`config.mk`:
```
export PLATFORM = sky130hd
export DESIGN_NAME = sc_inv_sequencer
export DESIGN_NICKNAME = d
export VERILOG_FILES = /design/src/rtl/sc_seq_pkg.sv /design/src/rtl/sc_phase_gen.sv /design/src/rtl/sc_cfg_latch.sv /design/src/rtl/sc_switch_decode.sv /design/src/rtl/sc_inv_sequencer.sv
export SDC_FILE = /design/constraint.sdc
export NUM_CORES = 1
export LEC_CHECK = 0
export CORE_ASPECT_RATIO = 1.5
export CORE_MARGIN = 2
export CORE_UTILIZATION = 46
export DETAILED_ROUTE_END_ITERATION = 7
export HOLD_SLACK_MARGIN = 0.15
export PLACE_DENSITY = 0.87
export SYNTH_ARGS = -nofsm -noshare
export SYNTH_HDL_FRONTEND = slang
export SYNTH_HIERARCHICAL = 1
export SYNTH_SLANG_ARGS = --single-unit
```
`constraint.sdc`:
```
create_clock -name clk -period 1.9 [get_ports clk]
set_input_delay 0.19 -clock clk [delete_from_list [all_inputs] [get_ports clk]]
set_output_delay 0.19 -clock clk [all_outputs]
set_load 0.05 [all_outputs]
```
`src/rtl/sc_seq_pkg.sv`:
```
`timescale 1ns/1ps
package sc_seq_pkg;
   localparam int NUM_TOPO_SW = 12;

   typedef enum logic [1:0] {
      ST_GAP_CHG = 2'd0,
      ST_CHARGE  = 2'd1,
      ST_GAP_DIS = 2'd2,
      ST_DISCH   = 2'd3
   } seq_st_t;
endpackage

```
`src/rtl/sc_phase_gen.sv`:
```
`timescale 1ns/1ps
module sc_phase_gen
   import sc_seq_pkg::*;
#(
   parameter int DT_W  = 4,
   parameter int PER_W = 8
) (
   input  logic             clk,
   input  logic             rst_n,
   input  logic [DT_W-1:0]  dead_cycles,
   input  logic [PER_W-1:0] phase_cycles,
   output seq_st_t          state,
   output logic             load_cfg
);
   localparam int CW = (DT_W > PER_W) ? DT_W : PER_W;

   logic [CW-1:0] cnt;
   logic [CW-1:0] dead_ld, phase_ld, next_ld;
   seq_st_t       nxt;

   assign dead_ld  = (dead_cycles == '0)  ? '0 : CW'(dead_cycles - 1'b1);
   assign phase_ld = (phase_cycles == '0) ? '0 : CW'(phase_cycles - 1'b1);
   assign nxt      = seq_st_t'(state + 2'd1);
   assign next_ld  = (nxt == ST_GAP_CHG || nxt == ST_GAP_DIS) ? dead_ld : phase_ld;
   assign load_cfg = (state == ST_GAP_CHG) && (cnt == '0);

   always_ff @(posedge clk) begin
      if (!rst_n) begin
         state <= ST_GAP_CHG;
         cnt   <= '0;
      end else if (cnt == '0) begin
         state <= nxt;
         cnt   <= next_ld;
      end else begin
         cnt   <= cnt - 1'b1;
      end
   end

   // states advance only in charge/gap/discharge/gap order
   assert_order_R1: assert property (@(posedge clk) disable iff (!rst_n)
      (state != $past(state)) |-> (state == seq_st_t'($past(state) + 2'd1)));
endmodule

```
`src/rtl/sc_cfg_latch.sv`:
```
`timescale 1ns/1ps
module sc_cfg_latch #(
   parameter int G_W = 2
) (
   input  logic           clk,
   input  logic           rst_n,
   input  logic           load,
   input  logic [G_W-1:0] gain_in,
   input  logic           neg_in,
   output logic [G_W-1:0] gain_q,
   output logic           neg_q
);
   always_ff @(posedge clk) begin
      if (!rst_n) begin
         gain_q <= '0;
         neg_q  <= 1'b0;
      end else if (load) begin
         gain_q <= gain_in;
         neg_q  <= neg_in;
      end
   end

   assert_hold_R9: assert property (@(posedge clk) disable iff (!rst_n)
      !load |=> ($stable(gain_q) && $stable(neg_q)));
endmodule

```
`src/rtl/sc_switch_decode.sv`:
```
`timescale 1ns/1ps
module sc_switch_decode
   import sc_seq_pkg::*;
#(
   parameter int NSW = 12
) (
   input  logic           clk,
   input  logic           rst_n,
   input  logic           charge,
   input  logic           disch,
   input  logic [1:0]     gain,
   input  logic           neg,
   input  logic           duty,
   output logic [NSW-1:0] sw_en,
   output logic           mod_en
);
   if (NSW != NUM_TOPO_SW) begin : g_bad_nsw
      $error("sc_switch_decode: topology needs exactly 12 switches");
   end

   for (genvar k = 0; k < NSW; k++) begin : g_sw
      localparam int SN = k + 1;
      logic on_chg, on_pos, on_neg;
      assign on_chg = ((SN >= 2 && SN <= 4) || (SN >= 9 && SN <= 11)) ||
                      (SN == 1 && !neg) || (SN == 12 && neg);
      assign on_pos = (SN >= 5 && SN <= 7) || (SN == int'(gain) + 1);
      assign on_neg = (SN >= 6 && SN <= 8) || (SN == 12 - int'(gain));
      assign sw_en[k] = (charge && on_chg) || (disch && (neg ? on_neg : on_pos));
   end

   assign mod_en = disch & duty;

   assert_gap_off_R1: assert property (@(posedge clk) disable iff (!rst_n)
      !(charge || disch) |-> (sw_en == '0 && !mod_en));
   assert_mod_window_R8: assert property (@(posedge clk) disable iff (!rst_n)
      mod_en |-> disch);
   assert_excl_R4: assert property (@(posedge clk) disable iff (!rst_n)
      charge |-> (sw_en[7:4] == 4'b0));
   assert_count_R6: assert property (@(posedge clk) disable iff (!rst_n)
      disch |-> ($countones(sw_en) == 4));
endmodule

```
`src/rtl/sc_inv_sequencer.sv`:
```
`timescale 1ns/1ps
module sc_inv_sequencer
   import sc_seq_pkg::*;
#(
   parameter int DT_W  = 4,
   parameter int PER_W = 8
) (
   input  logic             clk,
   input  logic             rst_n,
   input  logic [1:0]       gain_sel,
   input  logic             neg_half,
   input  logic             duty,
   input  logic [DT_W-1:0]  dead_cycles,
   input  logic [PER_W-1:0] phase_cycles,
   output logic             phase1,
   output logic             phase2,
   output logic [11:0]      sw_en,
   output logic             mod_en
);
   if (DT_W < 1 || DT_W > 8) begin : g_bad_dt
      $error("sc_inv_sequencer: DT_W must be 1..8");
   end
   if (PER_W < 1 || PER_W > 16) begin : g_bad_per
      $error("sc_inv_sequencer: PER_W must be 1..16");
   end

   seq_st_t    st;
   logic       load_cfg;
   logic [1:0] gain_q;
   logic       neg_q;

   sc_phase_gen #(.DT_W(DT_W), .PER_W(PER_W)) u_phase (
      .clk(clk), .rst_n(rst_n), .dead_cycles(dead_cycles),
      .phase_cycles(phase_cycles), .state(st), .load_cfg(load_cfg));

   sc_cfg_latch #(.G_W(2)) u_cfg (
      .clk(clk), .rst_n(rst_n), .load(load_cfg), .gain_in(gain_sel),
      .neg_in(neg_half), .gain_q(gain_q), .neg_q(neg_q));

   assign phase1 = (st == ST_CHARGE);
   assign phase2 = (st == ST_DISCH);

   sc_switch_decode #(.NSW(NUM_TOPO_SW)) u_dec (
      .clk(clk), .rst_n(rst_n), .charge(phase1), .disch(phase2),
      .gain(gain_q), .neg(neg_q), .duty(duty), .sw_en(sw_en), .mod_en(mod_en));

   assert_nonoverlap_R1: assert property (@(posedge clk) disable iff (!rst_n)
      !(phase1 && phase2));
   assert_phase_gap_R2: assert property (@(posedge clk) disable iff (!rst_n)
      $fell(phase1) |-> !phase2);
endmodule

```
**Word level (Yosys, flattened, before mapping)**

Index checks and enable logic that the tools add are counted.

- Flip-flop bits (word level): 13
- Input bits: 18

- $add $sub $neg: 6
- Eq/ne operators: 21
- Mux-type cells: 14
- Bitwise logic cells: 1
- Reductions and logical operators: 28

Operators by type and width:

| operator | number |
|---|---|
| 5-bit by 32-bit equality test with 1-bit output (first input constant) | 9 |
| 3-bit by 32-bit equality test with 1-bit output (first input constant) | 4 |
| 4-bit by 32-bit equality test with 1-bit output (first input constant) | 3 |
| 2-bit by 32-bit equality test with 1-bit output (first input constant) | 2 |
| 8-bit two-way mux | 4 |
| 8-bit zero test | 2 |
| 8-bit by 1-bit subtractor with 8-bit output (second input constant) | 2 |
| 1-bit logical AND | 13 |
| 1-bit two-way mux | 10 |
| 1-bit logical OR | 9 |
| 4-bit by 1-bit subtractor with 5-bit output (second input constant) | 1 |
| 4-bit by 2-bit subtractor with 5-bit output (first input constant) | 1 |
| 2-bit equality test (second input constant) | 2 |
| 2-bit zero test | 2 |
| 4-bit zero test | 1 |
| 2-bit by 1-bit adder with 3-bit output (second input constant) | 1 |
| 2-bit by 1-bit adder with 2-bit output (second input constant) | 1 |
| 2-bit by 1-bit equality test with 1-bit output (second input constant) | 1 |
| 1-bit AND | 1 |
| 1-bit zero test | 1 |

**Logic depth before layout (Yosys ltp)**

Gate-level depths: netlist of run 1.

- Depth in word-level cells: 5
- Depth in mapped cells: 7
- Gate-level depth less buffers: 6

**Cells and area by module**

Netlist of run 1, hierarchy kept.

Modules (own cells, without submodules):

| module | times used | cells an instance | area each (µm²) | sequential area each (µm²) |
|---|---|---|---|---|
| sc_phase_gen | 1 | 94 | 794.5 | 200.2 |
| sc_switch_decode | 1 | 19 | 123.9 | 0.0 |
| sc_cfg_latch | 1 | 9 | 108.9 | 60.1 |
| sc_inv_sequencer | 1 | 2 | 16.3 | 0.0 |

**Worst setup path before layout of run 1**

OpenSTA, ideal clock, no wires.

- Kind: register -> output
- Start: reg u_phase.state[0]
- End: out sw_en[10]
- Data arrival time: 2.105 ns
- Slack: -0.395 ns
- Cell stages (with the launch flop): 4
- Buffers on the path: 0
- Path through: dfxtp_1 and2_2 nand2_1 o31ai_1

- Cells in the longest elaborated chain, start to end: 3
- Elaborated cells between the ends (all ways): 4
- Those cells by class: eq/ne: 2; reduce/logical: 2

RTL lines:

| item | line | text |
|---|---|---|
| start, declared | sc_phase_gen.sv:12 | `output seq_st_t state,` |
| start signal, assigned | sc_phase_gen.sv:32 | `state <= nxt;` |
| 2-bit equality test | sc_inv_sequencer.sv:41 | `assign phase2 = (st == ST_DISCH);` |
| via phase2 | sc_inv_sequencer.sv:16 | `output logic phase2,` |
| 1-bit logical AND | sc_switch_decode.sv:28 | `assign sw_en[k] = (charge && on_chg) \|\| (disch && (neg ? on_neg : on_pos));` |
| 1-bit logical OR | sc_switch_decode.sv:28 |  |
| end, declared | sc_inv_sequencer.sv:17 | `output logic [11:0] sw_en,` |

The timed path passes the listed nets, and every way through them passes these cells.

**Worst setup path in the final report of run 1**

- Start: reg u_phase.state[0]
- End: out sw_en[0]

- Cells in the longest elaborated chain, start to end: 3
- Elaborated cells between the ends (all ways): 5
- Those cells by class: eq/ne: 2; reduce/logical: 3

RTL lines:

| item | line |
|---|---|
| 2-bit by 1-bit equality test with 1-bit output or 2-bit equality test (tied branches) | sc_inv_sequencer.sv:40, sc_inv_sequencer.sv:41 |
| 1-bit logical AND | sc_switch_decode.sv:28 |
| 1-bit logical OR * | sc_switch_decode.sv:28 |

Every way passes the cells marked *; elsewhere a longest branch is shown, timed or not.

==> metrics.json, run 1 <==
{
  "power": {
    "netSwitchingFraction_pct": 45.2,
    "power_frac_comb_pct": 63.6,
    "cell_leakage_power_nw": 0.604,
    "net_sw_power_w": 0.000831,
    "p_seq_share_pct": 27.1,
    "max_vdd_drop_mv": 0.640,
    "p_int_w": 0.00101,
    "power_density_nw_per_um2": 1200,
    "p_total_w": 0.00184,
    "p_clk_share_pct": 9.3
  },
  "timing": {
    "whs_ps": 489,
    "setup_violations": 0,
    "timing.clock.skew_ps": 4.93,
    "hold_violations": 0,
    "worst-slew-pin-transition_ps": 410,
    "finalCritPeriodShare_pct": 96.5,
    "worst_slew_margin_rel_pct": 72.4,
    "timing.final.crit_period_ps": 1830,
    "setup_tns_ps": 0,
    "report.final.slew_viol_count": 0,
    "max_freq_mhz": 545,
    "grt_setup_unrepaired": "false"
  },
  "grt": {
    "antenna_found_initial": 0,
    "largest_net_degree_at_the_start_of_global_routing": 11,
    "grt_pass1_vias": 1055,
    "track_usage_pct": 20.6,
    "grt_overflow": 0,
    "grt_first_pass_wirelength_um": 4340
  },
  "worst_setup_path": {
    "worstPathBufferInverterCount": 1,
    "cp-startpoint": "u_phase/state[0]$_SDFFE_PN0P_",
    "cp_num_cells": 4,
    "worstSetupEndpointType": "output pin",
    "crit_required_ps": 1710,
    "worstPathArrival_ps": 1640,
    "r2r-end": "u_cfg/gain_q[0]$_SDFFE_PN0P_",
    "critPathCapture": "sw_en[0]",
    "start_kind": "flop",
    "path_class": "reg -> out",
    "cell_class_contributing_the_biggest_share_of_worst_path_delay": "simple AND/OR/NAND/NOR gates",
    "ff2ff_setup_slack_ps": 260,
    "path_cells": "and2_4 > or3b_1 > a21oi_2 > buf_12",
    "timing.critical_path.fanout_max": 10,
    "r2r_start": "u_phase/cnt[4]$_SDFF_PN0_",
    "cpMaxStageDelayCell": "sky130_fd_sc_hd__or3b_1",
    "worst-r2r-cell-count": 5,
    "max_stage_delay_ps": 410
  },
  "clock_tree": {
    "cts_num_sinks": 13,
    "cts_buffer_depth": 2,
    "clk_pin_slew_ps": 80,
    "cts_htree_levels": 1,
    "cts_made_buffers": 3,
    "clock_tree.root_cell": "sky130_fd_sc_hd__clkbuf_4",
    "clk_latency_ps": 280,
    "post_cts_hold_buffer_count": 0,
    "cts_tree": "built",
    "post-cts-setup-buffers": 0
  },
  "hold_path": {
    "min-delay-path-class": "reg -> reg"
  },
  "synth": {
    "synth_warnings": 6,
    "synth_area_leader_cell": "sky130_fd_sc_hd__dfxtp_1",
    "yosysUniqueCellTypes": 40,
    "synth-edff-count": 0,
    "syn_nets": 148,
    "post-synth-top-area-fraction_pct": 24.9,
    "ys_seq_area_share_pct": 24.9,
    "syn_avg_cell_area_um2": 8.42,
    "ys_top_cells_by_area": "sky130_fd_sc_hd__dfxtp_1 25%, sky130_fd_sc_hd__ha_1 7.2%, sky130_fd_sc_hd__xnor2_1 5.9%, sky130_fd_sc_hd__a21oi_1 4.3%, sky130_fd_sc_hd__nand2_1 4.0%",
    "synth-main-ff-cell": "sky130_fd_sc_hd__dfxtp_1",
    "syn-instance-count": 124,
    "ys_async_sr_fraction_pct": 0,
    "synth_seq_cells": 13,
    "synth_area_um2": 1040
  },
  "die": {
    "die_width_um": 42.9,
    "dieArea_um2": 2670,
    "coreArea_um2": 2180,
    "fp-row-count": 21,
    "num_io_pins": 33,
    "die_y_um": 62.3,
    "initial_utilization_pct": 47.8
  },
  "cells_and_area": {
    "area_grow_syn2layout_pct": 47.0,
    "fillers": 159,
    "final_nets": 185,
    "finish.utilization_pct": 70.3,
    "n_antenna_cell": 0,
    "post_route_cells_drive_above_1_share_pct": 23.1
  },
  "routing": {
    "wl_met3_um": 92,
    "route.antenna.remaining_nets": 0,
    "wl_met2_um": 1470,
    "first_pass_iters": 4,
    "first_iter_violations": 22,
    "wirelength_um": 2560,
    "highest-signal-layer": "met4",
    "drcViolationCount": 0,
    "route.detailed.vias_per_inst": 5.61,
    "detailroute.via_count": 1026,
    "routedWlPerCell_um": 14.0,
    "detail_route.wirelength.met1_um": 928
  },
  "placement": {
    "hpwlAfterDp_um": 2170,
    "globalplace.congestion": 0.814,
    "portBuffers": 32
  },
  "status": {
    "run_status": "finished, final reports clean"
  },
  "job": {
    "drv.max_cap_violation_count": 0
  }
}
-- layout by cell type (no fill, tap or decap), drive strengths merged --
master | Yosys | layout
a41o | 1 | 1
ha | 6 | 6
buf | 2 | 18
o21a | 3 | 3
clkdlybuf4s50 | 0 | 17
nand2 | 11 | 11
nor3 | 6 | 6
nor3b | 2 | 2
o211a | 1 | 1
o31ai | 2 | 2
a311o | 1 | 1
inv | 10 | 10
o31a | 1 | 1
mux2i | 4 | 4
a31o | 2 | 2
and2 | 4 | 4
and3 | 2 | 2
or4b | 1 | 1
and4b | 1 | 1
xnor2 | 7 | 7
nor2b | 5 | 5
xor2 | 3 | 3
nor4 | 2 | 2
dfxtp | 13 | 13
nor2 | 8 | 8
and2b | 1 | 1
clkbuf | 1 | 4
or3b | 1 | 1
or3 | 2 | 2
a21oi | 9 | 9
nand3 | 1 | 1
o22ai | 3 | 3
o21ai | 5 | 5
o32ai | 3 | 3
-- logic make-up (layout without fill, tap and decap cells) --
| kind of cell | count (synthesis) | in the layout | share of synthesized area (%) |
|---|---|---|---|
| muxes | 4 | 4 | 3.84 |
| DFF | 13 | 13 | 24.9 |
| xor gates and xnor gates | 10 | 10 | 8.39 |
| buffers and inverters | 13 | 49 | 5.39 |
| and+or+nand+nor | 47 | 47 | 28.3 |
| AOI/OAI and AO/OA | 31 | 31 | 21.9 |
| adders and majority gates | 6 | 6 | 7.19 |
-- layer usage --
metal	track usage (%)	vias to the layer above
met4	12.5	0
met2	38.1	33
met5	0	-
met3	2.03	6
li1	-	514
met1	21.0	473
-- registers in the layout, summed over array words and instances, names as in the netlist --
register / count
u_cfg/neg_q: 1
u_phase/cnt: 8
u_cfg/gain_q: 2
u_phase/state: 2
-- final cells by class --
type                    count  area, µm²  share of cell area (%)
flip-flops and latches     13        263                    17.1
inverters                  10       37.5                    2.45
well taps                  23       28.8                    1.88
clock buffers               4       26.3                    1.71
multi-input cells          98        736                    48.0
repair buffers             35        443                    28.9
-- power by group through the flow --
| stage | clock network (W) | logic, W | registers [W] |
|---|---|---|---|
| 6_report | 0.000172 | 0.00117 | 0.000498 |
| 5_1_grt | 0.000183 | 0.00126 | 0.000510 |
| 4_1_cts | 0.000177 | 0.00117 | 0.000495 |
| 3_5_place_dp | 0 | 0.00117 | 0.000500 |
| 3_3_place_gp | 0 | 0.00113 | 0.000492 |
| 2_1_floorplan | 0 | 0.000803 | 0.000471 |
-- synth_stat cells (all sizes together) (2+ instances only) --
library cell	n
nor3b	2
a31o	2
nor2b	5
mux2i	4
a21oi	9
o31ai	2
or3	2
o22ai	3
and3	2
nor3	6
ha	6
inv	10
xor2	3
o32ai	3
nand2	11
o21ai	5
nor4	2
dfxtp	13
buf	2
xnor2	7
nor2	8
o21a	3
and2	4
-- how the worst min path moves through the flow --
stage / start / end / slack, ps / depth (start not counted)
floorplan: rst_n / u_phase/cnt[2]$_SDFF_PN0_ / 310 / 1
global placement: u_phase/state[1]$_SDFFE_PN0P_ / u_phase/state[1]$_SDFFE_PN0P_ / 490 / 2
detailed placement: u_phase/state[1]$_SDFFE_PN0P_ / u_phase/state[1]$_SDFFE_PN0P_ / 500 / 2
CTS: u_phase/state[1]$_SDFFE_PN0P_ / u_phase/state[1]$_SDFFE_PN0P_ / 520 / 2
global route: u_phase/state[1]$_SDFFE_PN0P_ / u_phase/state[1]$_SDFFE_PN0P_ / 520 / 2
finish: u_phase/state[1]$_SDFFE_PN0P_ / u_phase/state[1]$_SDFFE_PN0P_ / 490 / 2
-- stage by stage --
stage | worst slack, ps | instances | instance area (µm²)
2_1_floorplan | -395 | 124 | 1050
3_3_place_gp | 100 | 179 | 1500
3_5_place_dp | 48.8 | 179 | 1500
4_1_cts | 18.1 | 183 | 1530
5_1_grt | 4.41 | 183 | 1530
6_report | 65.8 | 183 | 1530
-- worst reg2reg max path, cell delays in order, from the launching register on --
cell                      delay [ps]
sky130_fd_sc_hd__dfxtp_1         360
sky130_fd_sc_hd__nor4_4          460
sky130_fd_sc_hd__and3_1          240
sky130_fd_sc_hd__and2_1          230
sky130_fd_sc_hd__mux2i_1         200
sky130_fd_sc_hd__nor2b_1          60
-- what timing repair did --
action	in CTS	in global routing
resized for setup	2	1
pin swaps	0	2
endpoints found under the setup margin	2	2
No activity file was read; power rests on OpenSTA's default activity.
==> run 2, diff against run 1 <==
- CELL_PAD_IN_SITES_DETAIL_PLACEMENT: default -> 1
- CELL_PAD_IN_SITES_GLOBAL_PLACEMENT: default -> 2
- CORE_UTILIZATION: 46 -> 26
- MAX_ROUTING_LAYER: default -> met4
==> run 2 against run 1 <==
Net effect: combinational power about the same; critical path depth unchanged; total power up 5.7%; critical path type unchanged; critical endpoint unchanged; largest cell class unchanged; highest routed layer unchanged.
==> metrics.json, run 2 (synthesized netlist as in run 1, its figures left out) <==
{
  "worst_setup_path": {
    "crit_required_ps": 1710,
    "cpMaxStageDelayCell": "sky130_fd_sc_hd__or3b_1",
    "timing.critical_path.fanout_max": 10,
    "max_stage_delay_ps": 400,
    "worst-r2r-cell-count": 5,
    "r2r-end": "u_cfg/gain_q[1]$_SDFFE_PN0P_",
    "start_kind": "flop",
    "ff2ff_setup_slack_ps": 230,
    "path_cells": "and2_4 > or3b_1 > a21oi_2 > buf_12",
    "worstPathArrival_ps": 1600,
    "path_class": "reg -> out",
    "r2r_start": "u_phase/cnt[4]$_SDFF_PN0_",
    "worstSetupEndpointType": "output pin"
  },
  "die": {
    "initial_utilization_pct": 26.8,
    "num_io_pins": 33,
    "fp-row-count": 28,
    "coreArea_um2": 3890,
    "die_y_um": 81.6,
    "die_width_um": 55.7,
    "dieArea_um2": 4550
  },
  "clock_tree": {
    "cts_tree": "built",
    "clk_pin_slew_ps": 60,
    "cts_num_sinks": 13,
    "clk_latency_ps": 240,
    "clock_tree.root_cell": "sky130_fd_sc_hd__clkbuf_8",
    "cts_buffer_depth": 2,
    "cts_made_buffers": 3,
    "cts_htree_levels": 1,
    "post_cts_hold_buffer_count": 0
  },
  "cells_and_area": {
    "finalInstanceArea_um2": 1590,
    "layout_commonest_cell": "sky130_fd_sc_hd__clkdlybuf4s50_1",
    "largest_register_ffs": 8,
    "top_register": "u_phase/cnt",
    "top_regs": "u_phase/cnt: 8 flops, u_cfg/gain_q: 2 flops, u_phase/state: 2 flops",
    "fillers": 443,
    "final_nets": 186,
    "finish.utilization_pct": 40.9,
    "area_grow_syn2layout_pct": 52.3,
    "post_route_cells_drive_above_1_share_pct": 24.2,
    "n_antenna_cell": 0,
    "layout.cells.most_common_list": "17 x sky130_fd_sc_hd__clkdlybuf4s50_1, 11 x sky130_fd_sc_hd__buf_12, 11 x sky130_fd_sc_hd__dfxtp_1, 11 x sky130_fd_sc_hd__nand2_1, 9 x sky130_fd_sc_hd__inv_1"
  },
  "timing": {
    "worst-slew-pin-transition_ps": 438,
    "worst_slew_margin_rel_pct": 70.6,
    "timing.final.crit_period_ps": 1790,
    "timing.clock.skew_ps": 4.54,
    "whs_ps": 500,
    "max_freq_mhz": 559,
    "report.final.slew_viol_count": 0,
    "setup_violations": 0,
    "finalCritPeriodShare_pct": 94.1,
    "hold_violations": 0,
    "setup_tns_ps": 0,
    "grt_setup_unrepaired": "false"
  },
  "routing": {
    "detailroute.via_count": 1008,
    "routedWlPerCell_um": 14.0,
    "first_iter_violations": 6,
    "first_pass_iters": 4,
    "wirelength_um": 2890,
    "route.detailed.vias_per_inst": 4.89,
    "route.antenna.remaining_nets": 0,
    "drcViolationCount": 0
  },
  "grt": {
    "track_usage_pct": 14.1,
    "grt_first_pass_wirelength_um": 4950,
    "grt_pass1_vias": 1045,
    "antenna_found_initial": 0,
    "largest_net_degree_at_the_start_of_global_routing": 11,
    "grt_overflow": 0
  },
  "power": {
    "p_clk_share_pct": 12.7,
    "cell_leakage_power_nw": 0.620,
    "netSwitchingFraction_pct": 44.7,
    "p_int_w": 0.00107,
    "power_density_nw_per_um2": 1220,
    "max_vdd_drop_mv": 0.576,
    "power_frac_comb_pct": 61.5,
    "net_sw_power_w": 0.000870,
    "p_seq_share_pct": 25.8
  },
  "hold_path": {
    "hold_depth": 2,
    "min_to": "u_phase/state[1]$_SDFFE_PN0P_",
    "hp_start": "u_phase/state[1]$_SDFFE_PN0P_",
    "min-delay-path-class": "reg -> reg"
  },
  "placement": {
    "hpwlAfterDp_um": 2430,
    "postPlaceCellArea_um2": 1540,
    "portBuffers": 32,
    "globalplace.congestion": 0.853
  },
  "job": {
    "drv.max_cap_violation_count": 0
  },
  "status": {
    "run_status": "finished, final reports clean"
  }
}
## run 2: worst max-delay path, delay by kind of cell (launching register included)
family,cells,cell delay (ps)
flops,1,380
simple gates,2,600
compound gates,1,210
buf+inv,1,160
## run 2: layout make-up
cell class / instances / area [µm²] / share of cell area (%)
multi-input cells: 98 / 736 / 46.3
repair buffers: 36 / 450 / 28.3
flip-flops and latches: 13 / 263 / 16.5
well taps: 45 / 56.3 / 3.54
clock buffers: 3 / 41.3 / 2.60
inverters: 10 / 37.5 / 2.36
clock inverters: 1 / 5.00 / 0.315
## run 2: worst max-delay path by stage
stage / startpoint / end / slack (ps) / depth (start not counted)
final: u_phase/state[0]$_SDFFE_PN0P_ / sw_en[0] / 110 / 4
after global routing: u_phase/state[0]$_SDFFE_PN0P_ / sw_en[11] / 40 / 4
after global placement: phase_cycles[1] / u_phase/cnt[5]$_SDFF_PN0_ / 80 / 6
after detailed placement: phase_cycles[1] / u_phase/cnt[5]$_SDFF_PN0_ / 40 / 6
after CTS: u_phase/state[0]$_SDFFE_PN0P_ / sw_en[0] / 20 / 4
after floorplan: u_phase/state[0]$_SDFFE_PN0P_ / sw_en[10] / -400 / 3
## run 2: metal layers
| layer | up-vias | track usage (%) | share of wire [%] |
|---|---|---|---|
| li1 | 512 | - | - |
| met3 | 5 | 1.42 | 2.1 |
| met2 | 21 | 27.6 | 57 |
| met1 | 470 | 14.3 | 39 |
| met4 | 0 | 5.12 | 1.8 |
| met5 | - | - | 0 |
## run 2: metrics by stage
| stage | worst slack, ps | instances | power [W] |
|---|---|---|---|
| 5_1_grt | 39.1 | 206 | 0.00209 |
| 3_3_place_gp | 78.5 | 202 | 0.00166 |
| 6_report | 112 | 206 | 0.00194 |
| 3_5_place_dp | 41.1 | 202 | 0.00170 |
| 2_1_floorplan | -395 | 124 | 0.00127 |
| 4_1_cts | 18.3 | 206 | 0.00197 |
## run 2: power groups by stage
stage,clock [W],sequential [W],combinational (W)
6_report,0.000247,0.000502,0.00120
5_1_grt,0.000267,0.000520,0.00130
4_1_cts,0.000253,0.000500,0.00121
3_5_place_dp,0,0.000504,0.00119
3_3_place_gp,0,0.000495,0.00116
2_1_floorplan,0,0.000471,0.000803
## run 2: what timing repair did
action                                  CTS  global route
resized for setup                         1             2
cloned                                    0             0
buffers inserted                          0             0
endpoints found under the setup margin    2             2
==> run 3, diff against run 2 <==
- CORE_UTILIZATION: 26 -> 25
- SETUP_SLACK_MARGIN: default -> 0.5
- SYNTH_HIERARCHICAL: 1 -> default
==> run 3 against run 2 <==
Net effect: clock-buffer cell count unchanged; register-to-register slack lost 40 ps; clock power up 3%; cell count up 14%; synthesized area down 5.4%; total power rose by 35%; critical path type is now reg -> reg; critical endpoint is now u_phase.cnt[7]$_SDFF_PN0_; die area shrank 1.5%.
==> metrics.json, run 3 <==
{
  "status": {
    "run_status": "finished, final reports clean"
  },
  "cells_and_area": {
    "n_antenna_cell": 0,
    "largest_register_ffs": 8,
    "fillers": 414,
    "regArea_um2": 278,
    "top_register": "u_phase.cnt",
    "top_regs": "u_phase.cnt: 8 flops, u_cfg.gain_q: 2 flops, u_phase.state: 2 flops",
    "final_nets": 216,
    "layout.cells.most_common_list": "27 x sky130_fd_sc_hd__buf_4, 12 x sky130_fd_sc_hd__buf_6, 11 x sky130_fd_sc_hd__nand2_1, 11 x sky130_fd_sc_hd__clkdlybuf4s50_1, 7 x sky130_fd_sc_hd__buf_12",
    "area_taken_by_multi_input_logic_gates_um2": 971,
    "finish.utilization_pct": 54.0,
    "layout_commonest_cell": "sky130_fd_sc_hd__buf_4",
    "area_grow_syn2layout_pct": 111,
    "post_route_cells_drive_above_1_share_pct": 54.7
  },
  "die": {
    "dieArea_um2": 4480,
    "fp-row-count": 28,
    "num_io_pins": 33,
    "die_y_um": 81.0,
    "die_width_um": 55.3,
    "initial_utilization_pct": 25.6,
    "coreArea_um2": 3850
  },
  "routing": {
    "detailroute.via_count": 1207,
    "first_pass_iters": 4,
    "routedWlPerCell_um": 17.4,
    "route.antenna.remaining_nets": 0,
    "first_iter_violations": 34,
    "drcViolationCount": 0,
    "route.detailed.vias_per_inst": 5.14,
    "wirelength_um": 4100
  },
  "worst_setup_path": {
    "max_stage_delay_ps": 510,
    "worstPathArrival_ps": 1840,
    "timing.critical_path.fanout_max": 2,
    "crit_required_ps": 2030,
    "worst_path_most_repeated_cell": "sky130_fd_sc_hd__or4_4",
    "worstSetupEndpointType": "flop",
    "start_kind": "flop",
    "cpMaxStageDelayCell": "sky130_fd_sc_hd__or4_4",
    "path_class": "reg -> reg",
    "path_cells": "or4_4 > or4_4 > mux2i_2 > o22ai_1"
  },
  "placement": {
    "portBuffers": 32,
    "hpwlAfterDp_um": 2740,
    "globalplace.congestion": 0.810
  },
  "grt": {
    "grt_overflow": 0,
    "track_usage_pct": 18.3,
    "antenna_found_initial": 0,
    "grt_first_pass_wirelength_um": 6340,
    "largest_net_degree_at_the_start_of_global_routing": 11,
    "grt_pass1_vias": 1331
  },
  "clock_tree": {
    "clock_tree.root_cell": "sky130_fd_sc_hd__clkbuf_8",
    "clk_pin_slew_ps": 60,
    "clk_latency_ps": 250,
    "cts_htree_levels": 1,
    "cts_tree": "built",
    "cts_buffer_depth": 2,
    "cts_num_sinks": 13,
    "cts_made_buffers": 3
  },
  "synth": {
    "synth-edff-count": 0,
    "synth_seq_cells": 13,
    "yosysUniqueCellTypes": 33,
    "syn_nets": 150,
    "ys_async_sr_fraction_pct": 0,
    "ys_top_cells_by_count": "13 x sky130_fd_sc_hd__dfxtp_1, 13 x sky130_fd_sc_hd__nand2_1, 12 x sky130_fd_sc_hd__nor2_1",
    "post-synth-top-area-fraction_pct": 26.4,
    "synth_warnings": 0,
    "ys_seq_area_share_pct": 26.4,
    "ys_top_cells_by_area": "sky130_fd_sc_hd__dfxtp_1 26%, sky130_fd_sc_hd__ha_1 8.9%, sky130_fd_sc_hd__a31o_2 5.3%, sky130_fd_sc_hd__nand2_1 4.9%, sky130_fd_sc_hd__nor2_1 4.6%",
    "synth-main-ff-cell": "sky130_fd_sc_hd__dfxtp_1",
    "syn_avg_cell_area_um2": 7.90,
    "synth_area_um2": 987,
    "syn-instance-count": 125,
    "synth_area_leader_cell": "sky130_fd_sc_hd__dfxtp_1"
  },
  "timing": {
    "max_freq_mhz": 586,
    "grt_setup_unrepaired": "true",
    "finalCritPeriodShare_pct": 89.8,
    "hold_violations": 0,
    "setup_violations": 0,
    "worst-slew-pin-transition_ps": 440,
    "timing.clock.skew_ps": 6.24,
    "timing.final.crit_period_ps": 1710,
    "worst_slew_margin_rel_pct": 70.4,
    "report.final.slew_viol_count": 0
  },
  "power": {
    "p_seq_share_pct": 20.9,
    "netSwitchingFraction_pct": 43.0,
    "max_vdd_drop_mv": 0.751,
    "p_total_w": 0.00262,
    "p_clk_share_pct": 9.7,
    "net_sw_power_w": 0.00113,
    "power_frac_comb_pct": 69.4,
    "power_density_nw_per_um2": 1260,
    "p_int_w": 0.00149,
    "cell_leakage_power_nw": 0.827
  },
  "hold_path": {
    "min-delay-path-class": "in -> reg"
  },
  "job": {
    "drv.max_cap_violation_count": 0
  }
}
-- run 3: what timing repair did --
action,4_1_cts,5_1_grt
setup endpoints to repair,23,25
buffers inserted,15,6
resized for setup,53,32
hold buffers,0,0
pin swaps,15,19
hold endpoints to repair,0,0
-- run 3: cell families after synthesis --
kind of cell	Yosys count	synth area share, %
muxes	2	2.03
adders and majority gates	7	8.87
AOI/OAI and AO/OA	28	20.7
DFF	13	26.4
buffers and inverters	14	6.46
and+or+nand+nor	52	27.6
xor gates and xnor gates	9	7.98
-- run 3: critical path: cells and delay by family (launching register included) --
family,cells,cell delay [ps]
muxes,1,200
and+or+nand+nor,2,940
DFF,1,350
AOI/OAI and AO/OA,1,100
-- run 3: path summary, 6_finish.rpt --
check,to,from,slack (ps),cells past startpoint
worst max-delay path,u_phase.cnt[7]$_SDFF_PN0_,u_phase.cnt[0]$_SDFF_PN0_,190,4
worst min register to register,u_phase.state[1]$_SDFFE_PN0P_,u_phase.state[1]$_SDFFE_PN0P_,530,2
worst min-delay path,u_cfg.gain_q[0]$_SDFFE_PN0P_,gain_sel[0],520,3
worst max register to register,u_phase.cnt[7]$_SDFF_PN0_,u_phase.cnt[0]$_SDFF_PN0_,190,4
-- run 3: per-stage QoR --
step                      worst slack (ps)  area (µm²)  hold slack, ps  std cells  TNS, ps
after global placement               -33.1        1520             489        210    -33.1
after CTS                              218        1900             525        229        0
after global routing                   153        2080             533        235        0
after floorplan                        143        1050             338        125        0
after detailed placement              -100        1520             502        210     -138
final                                  194        2080             524        235        0
-- run 3: power by group through the flow --
| stage | clock network, W | registers (W) | logic [W] |
|---|---|---|---|
| final | 0.000255 | 0.000547 | 0.00182 |
| after detailed placement | 0 | 0.000502 | 0.00112 |
| after global routing | 0.000268 | 0.000564 | 0.00194 |
| after global placement | 0 | 0.000493 | 0.00108 |
| after CTS | 0.000259 | 0.000535 | 0.00155 |
| after floorplan | 0 | 0.000466 | 0.000745 |
-- run 3: routing by layer --
metal / GRT usage, % / routed length, µm / vias up
met3: 1.43 / 121 / 8
met1: 17.1 / 1290 / 585
li1: - / - / 576
met2: 38.8 / 2610 / 38
met5: - / 0 / -
met4: 5.37 / 80 / 0
-- run 3: area by class of cell --
class | count | share of cell area, %
multi-input combinational | 98 | 46.7
timing repair buffer | 66 | 33.2
sequential | 13 | 13.4
tap | 45 | 2.71
clock buffer | 3 | 1.99
inverter | 9 | 1.87
clock inverter | 1 | 0.241
